File: config.mk
export PLATFORM = sky130hd
export DESIGN_NAME = reload_tick_timer
export DESIGN_NICKNAME = d
export VERILOG_FILES = /design/src/rtl/timer_pkg.sv /design/src/rtl/tick_divider.sv /design/src/rtl/preload_reg.sv /design/src/rtl/down_counter.sv /design/src/rtl/irq_latch.sv /design/src/rtl/reload_tick_timer.sv
export SDC_FILE = /design/constraint.sdc
export NUM_CORES = 1
export LEC_CHECK = 0
export ABC_AREA = 1
export BUFFER_PORTS_ARGS = -buffer_cell sky130_fd_sc_hd__buf_2
export CAP_MARGIN = 20
export CORE_MARGIN = 1
export CORE_UTILIZATION = 63
export CTS_BUF_LIST = sky130_fd_sc_hd__clkbuf_4 sky130_fd_sc_hd__clkbuf_8
export DETAILED_ROUTE_END_ITERATION = 10
export PLACE_DENSITY = 0.82
export SLEW_MARGIN = 5
export SYNTH_ARGS = -nofsm -noshare
export SYNTH_HDL_FRONTEND = slang
export SYNTH_SLANG_ARGS = --single-unit
File: constraint.sdc
create_clock -name clk -period 1.76 [get_ports clk]
set_clock_uncertainty 0.05 [all_clocks]
set_input_delay 0.352 -clock clk [delete_from_list [all_inputs] [get_ports clk]]
set_output_delay 0.352 -clock clk [all_outputs]
set_load 0.01 [all_outputs]
File: src/rtl/timer_pkg.sv
package timer_pkg;
  localparam int unsigned TMR_CNT_W  = 16;
  localparam int unsigned TMR_BYTE_W = 8;
  localparam int unsigned TMR_DIV    = 20000;
endpackage

File: src/rtl/tick_divider.sv
module tick_divider #(
  parameter int unsigned TICK_DIV = 20000
) (
  input  logic clk,
  input  logic rst_n,
  input  logic run,
  input  logic restart,
  output logic tick
);
  localparam int unsigned DIV_W = (TICK_DIV > 1) ? $clog2(TICK_DIV) : 1;
  localparam logic [DIV_W-1:0] DIV_TOP = DIV_W'(TICK_DIV - 1);

  logic [DIV_W-1:0] div_q, div_d;
  logic at_top;

  assign at_top = (div_q == DIV_TOP);

  always_comb begin
    div_d = div_q;
    if (!run || restart) begin
      div_d = '0;
    end else if (at_top) begin
      div_d = '0;
    end else begin
      div_d = div_q + 1'b1;
    end
  end

  always_ff @(posedge clk or negedge rst_n) begin
    if (!rst_n) div_q <= '0;
    else        div_q <= div_d;
  end

  assign tick = run && !restart && at_top;
endmodule

File: src/rtl/preload_reg.sv
module preload_reg #(
  parameter int unsigned CNT_W  = 16,
  parameter int unsigned BYTE_W = 8
) (
  input  logic                          clk,
  input  logic                          rst_n,
  input  logic [CNT_W/BYTE_W-1:0]       wr_strb,
  input  logic [BYTE_W-1:0]             wr_data,
  output logic [CNT_W-1:0]              preload
);
  localparam int unsigned NLANE = CNT_W / BYTE_W;

  for (genvar g = 0; g < NLANE; g++) begin : g_lane
    logic [BYTE_W-1:0] lane_q, lane_d;
    logic              lane_ce;

    assign lane_ce = wr_strb[g];

    always_comb begin
      lane_d = lane_q;
      if (lane_ce) lane_d = wr_data;
    end

    always_ff @(posedge clk or negedge rst_n) begin
      if (!rst_n) lane_q <= '1;
      else        lane_q <= lane_d;
    end

    assign preload[g*BYTE_W +: BYTE_W] = lane_q;
  end
endmodule

File: src/rtl/down_counter.sv
module down_counter #(
  parameter int unsigned CNT_W = 16
) (
  input  logic             clk,
  input  logic             rst_n,
  input  logic             start,
  input  logic             tick,
  input  logic [CNT_W-1:0] preload,
  output logic [CNT_W-1:0] count,
  output logic             expire
);
  logic [CNT_W-1:0] cnt_q, cnt_d;
  logic             at_zero;

  assign at_zero = (cnt_q == '0);
  assign expire  = tick && at_zero;

  always_comb begin
    cnt_d = cnt_q;
    if (start) begin
      cnt_d = preload;
    end else if (tick) begin
      if (at_zero) cnt_d = preload;
      else         cnt_d = cnt_q - 1'b1;
    end
  end

  always_ff @(posedge clk or negedge rst_n) begin
    if (!rst_n) cnt_q <= '1;
    else        cnt_q <= cnt_d;
  end

  assign count = cnt_q;
endmodule

File: src/rtl/irq_latch.sv
module irq_latch (
  input  logic clk,
  input  logic rst_n,
  input  logic set,
  input  logic clr,
  output logic irq
);
  logic irq_q, irq_d;

  always_comb begin
    irq_d = irq_q;
    if (clr) irq_d = 1'b0;
    if (set) irq_d = 1'b1;
  end

  always_ff @(posedge clk or negedge rst_n) begin
    if (!rst_n) irq_q <= 1'b0;
    else        irq_q <= irq_d;
  end

  assign irq = irq_q;
endmodule

File: src/rtl/reload_tick_timer.sv
module reload_tick_timer
  import timer_pkg::*;
#(
  parameter int unsigned CNT_W    = TMR_CNT_W,
  parameter int unsigned BYTE_W   = TMR_BYTE_W,
  parameter int unsigned TICK_DIV = TMR_DIV
) (
  input  logic              clk,
  input  logic              rst_n,
  input  logic              wr_lo,
  input  logic              wr_hi,
  input  logic [BYTE_W-1:0] wr_data,
  input  logic              tmr_en,
  input  logic              isr_rd,
  output logic              irq
);
  localparam int unsigned NLANE = CNT_W / BYTE_W;

  logic             en_q, en_d;
  logic             start;
  logic             tick;
  logic             expire;
  logic [CNT_W-1:0] preload;
  logic [CNT_W-1:0] count;
  logic [NLANE-1:0] wr_strb;

  always_comb begin
    wr_strb    = '0;
    wr_strb[0] = wr_lo;
    wr_strb[NLANE-1] = wr_strb[NLANE-1] | wr_hi;
  end

  always_comb en_d = tmr_en;

  always_ff @(posedge clk or negedge rst_n) begin
    if (!rst_n) en_q <= 1'b0;
    else        en_q <= en_d;
  end

  assign start = tmr_en && !en_q;

  tick_divider #(.TICK_DIV(TICK_DIV)) u_div (
    .clk     (clk),
    .rst_n   (rst_n),
    .run     (tmr_en),
    .restart (start),
    .tick    (tick)
  );

  preload_reg #(.CNT_W(CNT_W), .BYTE_W(BYTE_W)) u_pre (
    .clk     (clk),
    .rst_n   (rst_n),
    .wr_strb (wr_strb),
    .wr_data (wr_data),
    .preload (preload)
  );

  down_counter #(.CNT_W(CNT_W)) u_cnt (
    .clk     (clk),
    .rst_n   (rst_n),
    .start   (start),
    .tick    (tick),
    .preload (preload),
    .count   (count),
    .expire  (expire)
  );

  irq_latch u_irq (
    .clk   (clk),
    .rst_n (rst_n),
    .set   (expire),
    .clr   (isr_rd),
    .irq   (irq)
  );
endmodule

==> impl_table.tex, run 1 <==
\begin{tabular}{lr}
\hline
Metric & Value \\
\hline
\multicolumn{2}{l}{\textbf{Floorplan}} \\
Number of I/O pins & 15 \\
Horizontal die dimension & roughly 68 um \\
Die span in y & between 60 and 70 um \\
Std-Cell Rows & 23 \\
Starting utilization of the core area & between 60\% and 70\% \\
Core region area & between 0.004 and 0.005 mm\^{}2 \\
Die Outline Area & approximately 0.0047 mm\^{}2 \\
\multicolumn{2}{l}{\textbf{Power and ir drop}} \\
Power density cells & roughly 960 mW/mm\^{}2 \\
Maximum resistive drop on vdd & between 0.0008 and 0.0009 V \\
Gate power share & about 22\% \\
Switching part of the total & 31.3\% \\
Relative contribution of the clock network to total power & between 20 and 30\% \\
Pleak & roughly 1.5 nW \\
Internal Power & a little over 2 mW \\
Share of power burned in registers & between 40\% and 50\% \\
Switching power of the nets & between 0.9 and 1 mW \\
\multicolumn{2}{l}{\textbf{Layout}} \\
Final core occ & about three quarters \\
Area growth from synthesis to layout & 13.1\% \\
Share of post-route cells with drive strength above 1 & around 22\% \\
Filler cells & approximately 330 \\
Number of antenna diodes & 0 \\
Non-filler cells, final & 451 \\
Nets@finish & around 420 \\
Post-route cell area & $\sim$0.0031 mm\^{}2 \\
\multicolumn{2}{l}{\textbf{Logic synthesis}} \\
Post-synthesis register bit count & between 40 and 50 \\
Average instance area after synthesis & approximately 7.5 um\^{}2 \\
Number of nets produced by synthesis & a little under 400 \\
Seq/Total Area, Yosys & 45.9\% \\
Number of instances in the synthesized netlist & 370 \\
Post-synth top flop & sky130\_fd\_sc\_hd\_\_dfstp\_2 \\
Number of enable flip-flop cells after synthesis & 0 \\
Synth async-reset ratio & 100\% \\
Syn. warnings & 0 \\
Number of library cell types mapped by synthesis & 31 \\
Mapped Area & about 0.0028 mm\^{}2 \\
\multicolumn{2}{l}{\textbf{Hold path}} \\
Startpoint of the worst hold path & tmr\_en \\
Worst min path class & input pin to flip-flop \\
\multicolumn{2}{l}{\textbf{Worst setup path}} \\
Setup crit start kind & flip-flop \\
FF-to-FF Start & u\_cnt.count[0]\$\_DFFE\_PN1P\_ \\
Launching element of the worst setup path & u\_cnt.count[0]\$\_DFFE\_PN1P\_ \\
Worst EP arrival & 1.87 ns \\
Maximum fanout along the worst path & 13 \\
Critical path endpoint category & flip-flop \\
Req. time, crit path & 1.96 ns \\
Critical setup path kind & flip-flop to flip-flop \\
\multicolumn{2}{l}{\textbf{STA}} \\
Total of endpoints with negative setup slack in the final report & 0 \\
Period utilisation layout & a little over nine tenths \\
Worst hold slack across all endpoints & between 0.1 and 0.15 ns \\
Clock period minus final worst setup slack & around 1.7 ns \\
Tightest Pin Transition & between 0.5 and 0.6 ns \\
Peak clock frequency supported by timing & roughly 600 MHz \\
Slew Viols, Final & 0 \\
Number of endpoints with negative hold slack in the final report & 0 \\
Worst slew margin & $\sim$60\% \\
\multicolumn{2}{l}{\textbf{Global routing}} \\
Initial antenna violation count & 0 \\
GRT overflow & 0 \\
Pin count of the biggest net entering global routing & 25 \\
First-pass GRT wire length & roughly 9.7 mm \\
GRT Overall Usage & 28.1\% \\
Vias in the first global route & around 2.1k \\
\multicolumn{2}{l}{\textbf{CTS}} \\
Clock tree from TritonCTS & built \\
Sink Count & approximately 50 \\
Bufs on Longest Clock Path & 2 \\
Source-to-sink clock delay at the later pin of the worst-skew pair & just over 0.3 ns \\
CTS clk-pin slew, worst paths & approximately 0.1 ns \\
Buffer cell driving the clock tree root & sky130\_fd\_sc\_hd\_\_clkbuf\_8 \\
Number of buffers added by the clock tree synthesis step & 5 \\
Level count of the clock H-tree & 2 \\
\multicolumn{2}{l}{\textbf{Placed design}} \\
Half-perimeter wire length after detailed placement & $\sim$4.3 mm \\
Inst Count DP & 438 \\
Placer Congestion & approximately 1 \\
Port buffer count & 14 \\
Post-DP Area & approximately 0.0029 mm\^{}2 \\
\multicolumn{2}{l}{\textbf{Drt}} \\
Wire per inst & roughly 14 um \\
Drt first-iter violations & 216 \\
Number of remaining DRC errors & 0 \\
Pre-antenna DRT Iters & 5 \\
Routed WL & about 6 mm \\
Post-route ant nets & 0 \\
Vias per std cell & around 5.4 \\
Via count & 2,450 \\
\multicolumn{2}{l}{\textbf{Outcome}} \\
Result of the run & completed \\
\multicolumn{2}{l}{\textbf{Job}} \\
Number of max-cap violations & 0 \\
\hline
\end{tabular}
-- metrics by stage --
stage	setup WS, ns	power [mW]	setup TNS [ns]
after floorplan	0.209	1.95	0
after global placement	0.123	2.11	0
after detailed placement	0.0562	2.13	0
after CTS	0.0345	2.98	0
after global routing	-0.0174	3.15	-0.0198
final	0.0871	3.01	0
-- layout by cell type, fill, tap and decap left out, types with 2 or more instances in the layout --
| master | instances |
|---|---|
| sky130_fd_sc_hd__buf_2 | 14 |
| sky130_fd_sc_hd__inv_1 | 48 |
| sky130_fd_sc_hd__nor2_1 | 39 |
| sky130_fd_sc_hd__ha_2 | 2 |
| sky130_fd_sc_hd__nand2_1 | 122 |
| sky130_fd_sc_hd__nand2_2 | 5 |
| sky130_fd_sc_hd__nand3_1 | 31 |
| sky130_fd_sc_hd__xnor2_1 | 6 |
| sky130_fd_sc_hd__nand4_1 | 7 |
| sky130_fd_sc_hd__nand3b_1 | 2 |
| sky130_fd_sc_hd__buf_4 | 13 |
| sky130_fd_sc_hd__a21oi_1 | 4 |
| sky130_fd_sc_hd__dfrtp_1 | 17 |
| sky130_fd_sc_hd__mux2_2 | 2 |
| sky130_fd_sc_hd__nor3_1 | 6 |
| sky130_fd_sc_hd__clkbuf_8 | 6 |
| sky130_fd_sc_hd__nor3b_1 | 3 |
| sky130_fd_sc_hd__nor2_2 | 5 |
| sky130_fd_sc_hd__dfstp_2 | 32 |
| sky130_fd_sc_hd__o21ai_0 | 19 |
| sky130_fd_sc_hd__o21ai_1 | 2 |
-- sequential cells by signal, summed over array words and instances, names as in the netlist --
| signal | cells |
|---|---|
| u_irq.irq | 1 |
| u_pre.g_lane.lane_q | 16 |
| u_cnt.count | 16 |
| en_q | 1 |
| u_div.div_q | 15 |
-- cells in the mapped netlist, types with 2 or more instances --
cell type / count / area [um^2]
sky130_fd_sc_hd__nand3b_1: 2 / 15.0
sky130_fd_sc_hd__ha_1: 3 / 37.5
sky130_fd_sc_hd__nor3_1: 6 / 30.0
sky130_fd_sc_hd__o21ai_0: 20 / 100
sky130_fd_sc_hd__nand2_1: 122 / 458
sky130_fd_sc_hd__nor2_2: 5 / 31.3
sky130_fd_sc_hd__nand3_1: 31 / 155
sky130_fd_sc_hd__clkbuf_1: 2 / 7.51
sky130_fd_sc_hd__a21oi_1: 4 / 20.0
sky130_fd_sc_hd__dfrtp_1: 17 / 425
sky130_fd_sc_hd__inv_1: 48 / 180
sky130_fd_sc_hd__mux2_2: 2 / 22.5
sky130_fd_sc_hd__nor3b_1: 3 / 22.5
sky130_fd_sc_hd__nor2_1: 39 / 146
sky130_fd_sc_hd__dfstp_2: 32 / 841
sky130_fd_sc_hd__xnor2_1: 6 / 52.6
sky130_fd_sc_hd__nand4_1: 7 / 43.8
sky130_fd_sc_hd__nand2_2: 4 / 25.0
sky130_fd_sc_hd__buf_4: 3 / 22.5
sky130_fd_sc_hd__buf_6: 3 / 33.8
-- power groups by stage --
stage,clock network (mW),logic (mW),registers [mW]
2_1_floorplan,0,0.489,1.46
3_3_place_gp,0,0.621,1.49
3_5_place_dp,0,0.637,1.49
4_1_cts,0.859,0.645,1.47
5_1_grt,0.893,0.762,1.50
6_report,0.859,0.673,1.48
-- worst paths after layout --
kind / end / slack, ns / depth (start not counted)
hold reg to reg: u_cnt.count[2]$_DFFE_PN1P_ / 0.42 / 2
hold / removal: en_q$_DFF_PN0_ / 0.12 / 1
max in group asynchronous: u_pre.g_lane[0].lane_q[6]$_DFFE_PN1P_ / 0.46 / 3
setup reg to reg: u_cnt.count[3]$_DFFE_PN1P_ / 0.09 / 13
min in group asynchronous: u_div.div_q[6]$_DFF_PN0_ / 0.51 / 2
setup / recovery: u_cnt.count[3]$_DFFE_PN1P_ / 0.09 / 13
-- worst max-delay path, stage by stage (launching register included) --
cell and delay [ns]:
sky130_fd_sc_hd__dfstp_2 0.55, sky130_fd_sc_hd__inv_1 0.07, sky130_fd_sc_hd__ha_2 0.18, sky130_fd_sc_hd__inv_1 0.04, sky130_fd_sc_hd__nor2_1 0.03, sky130_fd_sc_hd__nand2_1 0.05, sky130_fd_sc_hd__nor2_1 0.04, sky130_fd_sc_hd__nand2_2 0.09
sky130_fd_sc_hd__nand2_4 0.10, sky130_fd_sc_hd__inv_4 0.16, sky130_fd_sc_hd__nand2_1 0.08, sky130_fd_sc_hd__nand2_1 0.06, sky130_fd_sc_hd__nand2_1 0.05, sky130_fd_sc_hd__nand2_1 0.06
-- cell families after synthesis --
logic type | count (synthesis) | share of synthesized area, %
AO/OA/AOI/OAI | 28 | 5.26
multiplexers | 2 | 0.816
buffers and inverters | 57 | 8.97
flip-flops | 49 | 45.9
adder cells (fa/ha/maj) | 3 | 1.36
AND/OR/NAND/NOR | 224 | 35.5
XOR/XNOR | 7 | 2.22
-- per-layer routing --
metal	track usage, %	share of wire [%]	up-vias
met3	5.67	7.3	6
met1	40.6	46	1128
met2	43.3	46	98
li1	-	-	1218
met5	0	0	-
met4	6.51	1.0	0
-- what timing repair did --
action	CTS	global route
hold buffers	1	0
setup endpoints to repair	0	16
gates resized for setup	0	9
buffers inserted	0	2
endpoints found under the hold margin	10	0
-- cell type report --
cell class	instances	area [um^2]	share of cell area [%]
well taps	50	62.6	2.00
clock buffers	6	82.6	2.64
inverters	49	186	5.97
repair buffers	30	223	7.13
flip-flops and latches	49	1270	40.5
multi-input cells	265	1270	40.5
clock inverters	2	37.5	1.20
Power figures use the tool's default switching activity.
==> run 2: changes to the inputs <==
--- a/config.mk
+++ b/config.mk
@@ -5,7 +5,6 @@
 export SDC_FILE = /design/constraint.sdc
 export NUM_CORES = 1
 export LEC_CHECK = 0
-export ABC_AREA = 1
 export BUFFER_PORTS_ARGS = -buffer_cell sky130_fd_sc_hd__buf_2
 export CAP_MARGIN = 20
 export CORE_MARGIN = 1
==> run 2 against run 1 <==
The run now ends with setup timing left. Sequential share of layout area decreased by 4.0 points. Critical path depth decreased by 6. Core utilization increased by 15 points. Worst setup slack got worse by 0.38 ns. First-iteration DRC count increased by 140%. Critical endpoint is now u_cnt.count[13]$_DFFE_PN1P_. Largest cell class is now multi-input gates. Largest power group unchanged. Highest routed layer unchanged.
==> impl_table.tex, run 2 <==
\begin{tabular}{lr}
\hline
Metric & Value \\
\hline
\multicolumn{2}{l}{\textbf{Placed design}} \\
Placer Congestion & approximately 0.94 \\
Post-DP Area & $\sim$0.0030 mm\^{}2 \\
Port buffer count & 14 \\
Half-perimeter wire length after detailed placement & $\sim$4.5 mm \\
Setup Slack @ Placement & -0.133 ns \\
\multicolumn{2}{l}{\textbf{Drt}} \\
Vias per std cell & approximately 7.4 \\
Number of remaining DRC errors & 0 \\
Wire per inst & 25.6 um \\
Drt first-iter violations & between 500 and 600 \\
Routed WL & between 9 and 10 mm \\
Pre-antenna DRT Iters & 5 \\
Via count & 2,599 \\
Post-route ant nets & 0 \\
\multicolumn{2}{l}{\textbf{STA}} \\
Peak clock frequency supported by timing & a little under 500 MHz \\
Total of endpoints with negative setup slack in the final report & 16 \\
Clock period minus final worst setup slack & around 2.1 ns \\
Tightest Pin Transition & 0.444 ns \\
Setup slack of the critical path after layout & -0.293 ns \\
Slew Viols, Final & 0 \\
Total negative setup slack & -1.74 ns \\
RSZ-0062 raised after global routing & true \\
Period utilisation layout & 117\% \\
Worst slew margin & 70.3\% \\
Number of endpoints with negative hold slack in the final report & 0 \\
Worst hold slack across all endpoints & approximately 0.18 ns \\
\multicolumn{2}{l}{\textbf{Logic synthesis}} \\
Most numerous cell in the Yosys netlist & sky130\_fd\_sc\_hd\_\_dfstp\_2 \\
Post-synth top flop & sky130\_fd\_sc\_hd\_\_dfstp\_2 \\
Number of library cell types mapped by synthesis & between 40 and 50 \\
Synth area leader & sky130\_fd\_sc\_hd\_\_dfstp\_2 \\
Syn. warnings & 0 \\
Number of instances in the synthesized netlist & 238 \\
Mapped Area & around 0.0026 mm\^{}2 \\
Average instance area after synthesis & 10.8 um\^{}2 \\
Seq/Total Area, Yosys & roughly half \\
Synth top area cells & sky130\_fd\_sc\_hd\_\_dfstp\_2 (33\%), sky130\_fd\_sc\_hd\_\_dfrtp\_1 (17\%), sky130\_fd\_sc\_hd\_\_mux2\_2 (7.0\%), sky130\_fd\_sc\_hd\_\_nor2\_1 (3.4\%), sky130\_fd\_sc\_hd\_\_a21oi\_1 (2.7\%) \\
Area fraction of the dominant cell type after synthesis & around a third \\
Post-synthesis register bit count & 49 \\
Number of nets produced by synthesis & between 200 and 300 \\
Number of enable flip-flop cells after synthesis & 0 \\
Synth async-reset ratio & 100\% \\
Ranking of synthesized cells by instance count & sky130\_fd\_sc\_hd\_\_dfstp\_2 (32), sky130\_fd\_sc\_hd\_\_nor2\_1 (23), sky130\_fd\_sc\_hd\_\_dfrtp\_1 (17) \\
\multicolumn{2}{l}{\textbf{Floorplan}} \\
Horizontal die dimension & 65.9 um \\
Die Outline Area & around 0.0043 mm\^{}2 \\
Std-Cell Rows & 22 \\
Die span in y & about 66 um \\
Starting utilization of the core area & between 60\% and 70\% \\
Number of I/O pins & 15 \\
Core region area & between 0.003 and 0.004 mm\^{}2 \\
\multicolumn{2}{l}{\textbf{CTS}} \\
Sink Count & approximately 50 \\
Buffer cell driving the clock tree root & sky130\_fd\_sc\_hd\_\_clkbuf\_8 \\
CTS clk-pin slew, worst paths & 0.09 ns \\
Bufs on Longest Clock Path & 2 \\
Level count of the clock H-tree & 2 \\
Number of buffers added by the clock tree synthesis step & 5 \\
Source-to-sink clock delay at the later pin of the worst-skew pair & approximately 0.32 ns \\
Clock tree from TritonCTS & built \\
\multicolumn{2}{l}{\textbf{Hold path}} \\
Startpoint of the worst hold path & tmr\_en \\
Endpoint with the worst hold slack & en\_q\$\_DFF\_PN0\_ \\
Worst hold path depth & 1 \\
Worst min path class & input pin to flip-flop \\
\multicolumn{2}{l}{\textbf{Worst setup path}} \\
Critical Path Max Stage Delay & roughly 0.4 ns \\
FF-to-FF Start & u\_cnt.count[3]\$\_DFFE\_PN1P\_ \\
Maximum fanout along the worst path & 6 \\
Family with the most delay on the worst path & simple AND/OR/NAND/NOR gates \\
CP Buf/Inv Count & 2 \\
R2R Path End & u\_cnt.count[13]\$\_DFFE\_PN1P\_ \\
Number of cells on the critical path & 7 \\
Setup crit start kind & flip-flop \\
Worst reg-to-reg path cell count & 7 \\
Slowest CP cell & sky130\_fd\_sc\_hd\_\_dfstp\_2 \\
Worst EP arrival & approximately 2.2 ns \\
Req. time, crit path & slightly below 2 ns \\
Critical setup path kind & flip-flop to flip-flop \\
Internal reg-to-reg setup slack & -0.29 ns \\
Critical path endpoint category & flip-flop \\
Cell chain of the critical path & nor4\_4 > buf\_4 > buf\_6 > nand2\_4 > and4bb\_1 > o21bai\_1 > a221o\_1 \\
\multicolumn{2}{l}{\textbf{Global routing}} \\
Pin count of the biggest net entering global routing & 50 \\
Initial antenna violation count & 0 \\
GRT overflow & 0 \\
GRT Overall Usage & between 30\% and 40\% \\
Vias in the first global route & around 2.2k \\
First-pass GRT wire length & between 10 and 15 mm \\
\multicolumn{2}{l}{\textbf{Power and ir drop}} \\
Overall power & between 3 and 4 mW \\
Pleak & approximately 1.4 nW \\
Maximum resistive drop on vdd & around 0.00076 V \\
Power density cells & just under 1000 mW/mm\^{}2 \\
\multicolumn{2}{l}{\textbf{Layout}} \\
Top library cells by usage in the layout, fill and taps aside & sky130\_fd\_sc\_hd\_\_buf\_4 (39), sky130\_fd\_sc\_hd\_\_dfstp\_2 (32), sky130\_fd\_sc\_hd\_\_nor2\_1 (23) \\
Share of post-route cells with drive strength above 1 & between 50\% and 60\% \\
Nets@finish & $\sim$320 \\
Area growth from synthesis to layout & 34.8\% \\
Number of antenna diodes & 0 \\
Post-route cell area & around 0.0035 mm\^{}2 \\
Most frequent standard cell in the layout excluding fill and tap cells & sky130\_fd\_sc\_hd\_\_buf\_4 \\
\multicolumn{2}{l}{\textbf{Outcome}} \\
Result of the run & finished with violations \\
Violated checks & setup timing \\
\multicolumn{2}{l}{\textbf{Job}} \\
Number of max-cap violations & 0 \\
\hline
\end{tabular}
## run 2: cell count changes in the layout (fill, tap and decap cells not counted), moves of 16 or more
cell                      previous run  this run
sky130_fd_sc_hd__nand2_1           122         8
sky130_fd_sc_hd__inv_1              48        11
sky130_fd_sc_hd__buf_4              13        39
sky130_fd_sc_hd__nand3_1            31         8
sky130_fd_sc_hd__o21ai_0            19         0
sky130_fd_sc_hd__nor2_1             39        23
## run 2: cell families (layout without fill, tap and decap cells)
group / after synthesis / after routing / synth area share, %
buffers and inverters: 24 / 88 / 4.09
XOR/XNOR: 13 / 13 / 4.43
AO/OA/AOI/OAI: 44 / 44 / 12.1
multiplexers: 21 / 21 / 8.95
flip-flops: 49 / 49 / 49.2
adder cells (fa/ha/maj): 3 / 3 / 1.46
AND/OR/NAND/NOR: 84 / 87 / 19.8
## run 2: where the power goes
group	switching [mW]	leakage, nW	total [mW]	internal (mW)
registers	0.191	0.570	1.59	1.40
logic	0.590	0.820	1.09	0.496
clock network	0.389	0.0479	0.725	0.336
## run 2: cell type report
class                   instances  area (um^2)
multi-input cells             168         1450
flip-flops and latches         49         1270
repair buffers                 67          537
fillers                       136          332
clock buffers                   7         90.1
well taps                      48         60.1
inverters                      13         53.8
clock inverters                 1         7.51
## run 2: how the worst max path moves through the flow
stage                                     from  slack [ns]                     endpoint
floorplan           u_cnt.count[3]$_DFFE_PN1P_       -0.02  u_cnt.count[11]$_DFFE_PN1P_
global placement    u_cnt.count[3]$_DFFE_PN1P_       -0.08  u_cnt.count[13]$_DFFE_PN1P_
detailed placement  u_cnt.count[1]$_DFFE_PN1P_       -0.13  u_cnt.count[14]$_DFFE_PN1P_
CTS                 u_cnt.count[5]$_DFFE_PN1P_       -0.10  u_cnt.count[13]$_DFFE_PN1P_
global route        u_cnt.count[3]$_DFFE_PN1P_       -0.31  u_cnt.count[13]$_DFFE_PN1P_
finish              u_cnt.count[3]$_DFFE_PN1P_       -0.29  u_cnt.count[13]$_DFFE_PN1P_
## run 2: repair_timing
item,4_1_cts,5_1_grt
resized for setup,11,42
gates cloned,1,2
hold buffers,1,0
pin swaps,3,25
endpoints found under the setup margin,15,30
buffers inserted,2,6
endpoints found under the hold margin,17,0
## run 2: stage by stage
stage,util [%],cells
3_3_place_gp,79.6,333
2_1_floorplan,-,238
4_1_cts,84.3,345
3_5_place_dp,79.6,333
6_report,91.3,353
5_1_grt,91.3,353
## run 2: routing by layer
metal | GRT usage, % | share of wire [%] | vias to the layer above
met4 | 13.9 | 7.1 | 0
met3 | 7.76 | 9.5 | 90
met2 | 58.5 | 47 | 255
li1 | - | - | 1005
met5 | 0 | 0 | -
met1 | 44.4 | 36 | 1249
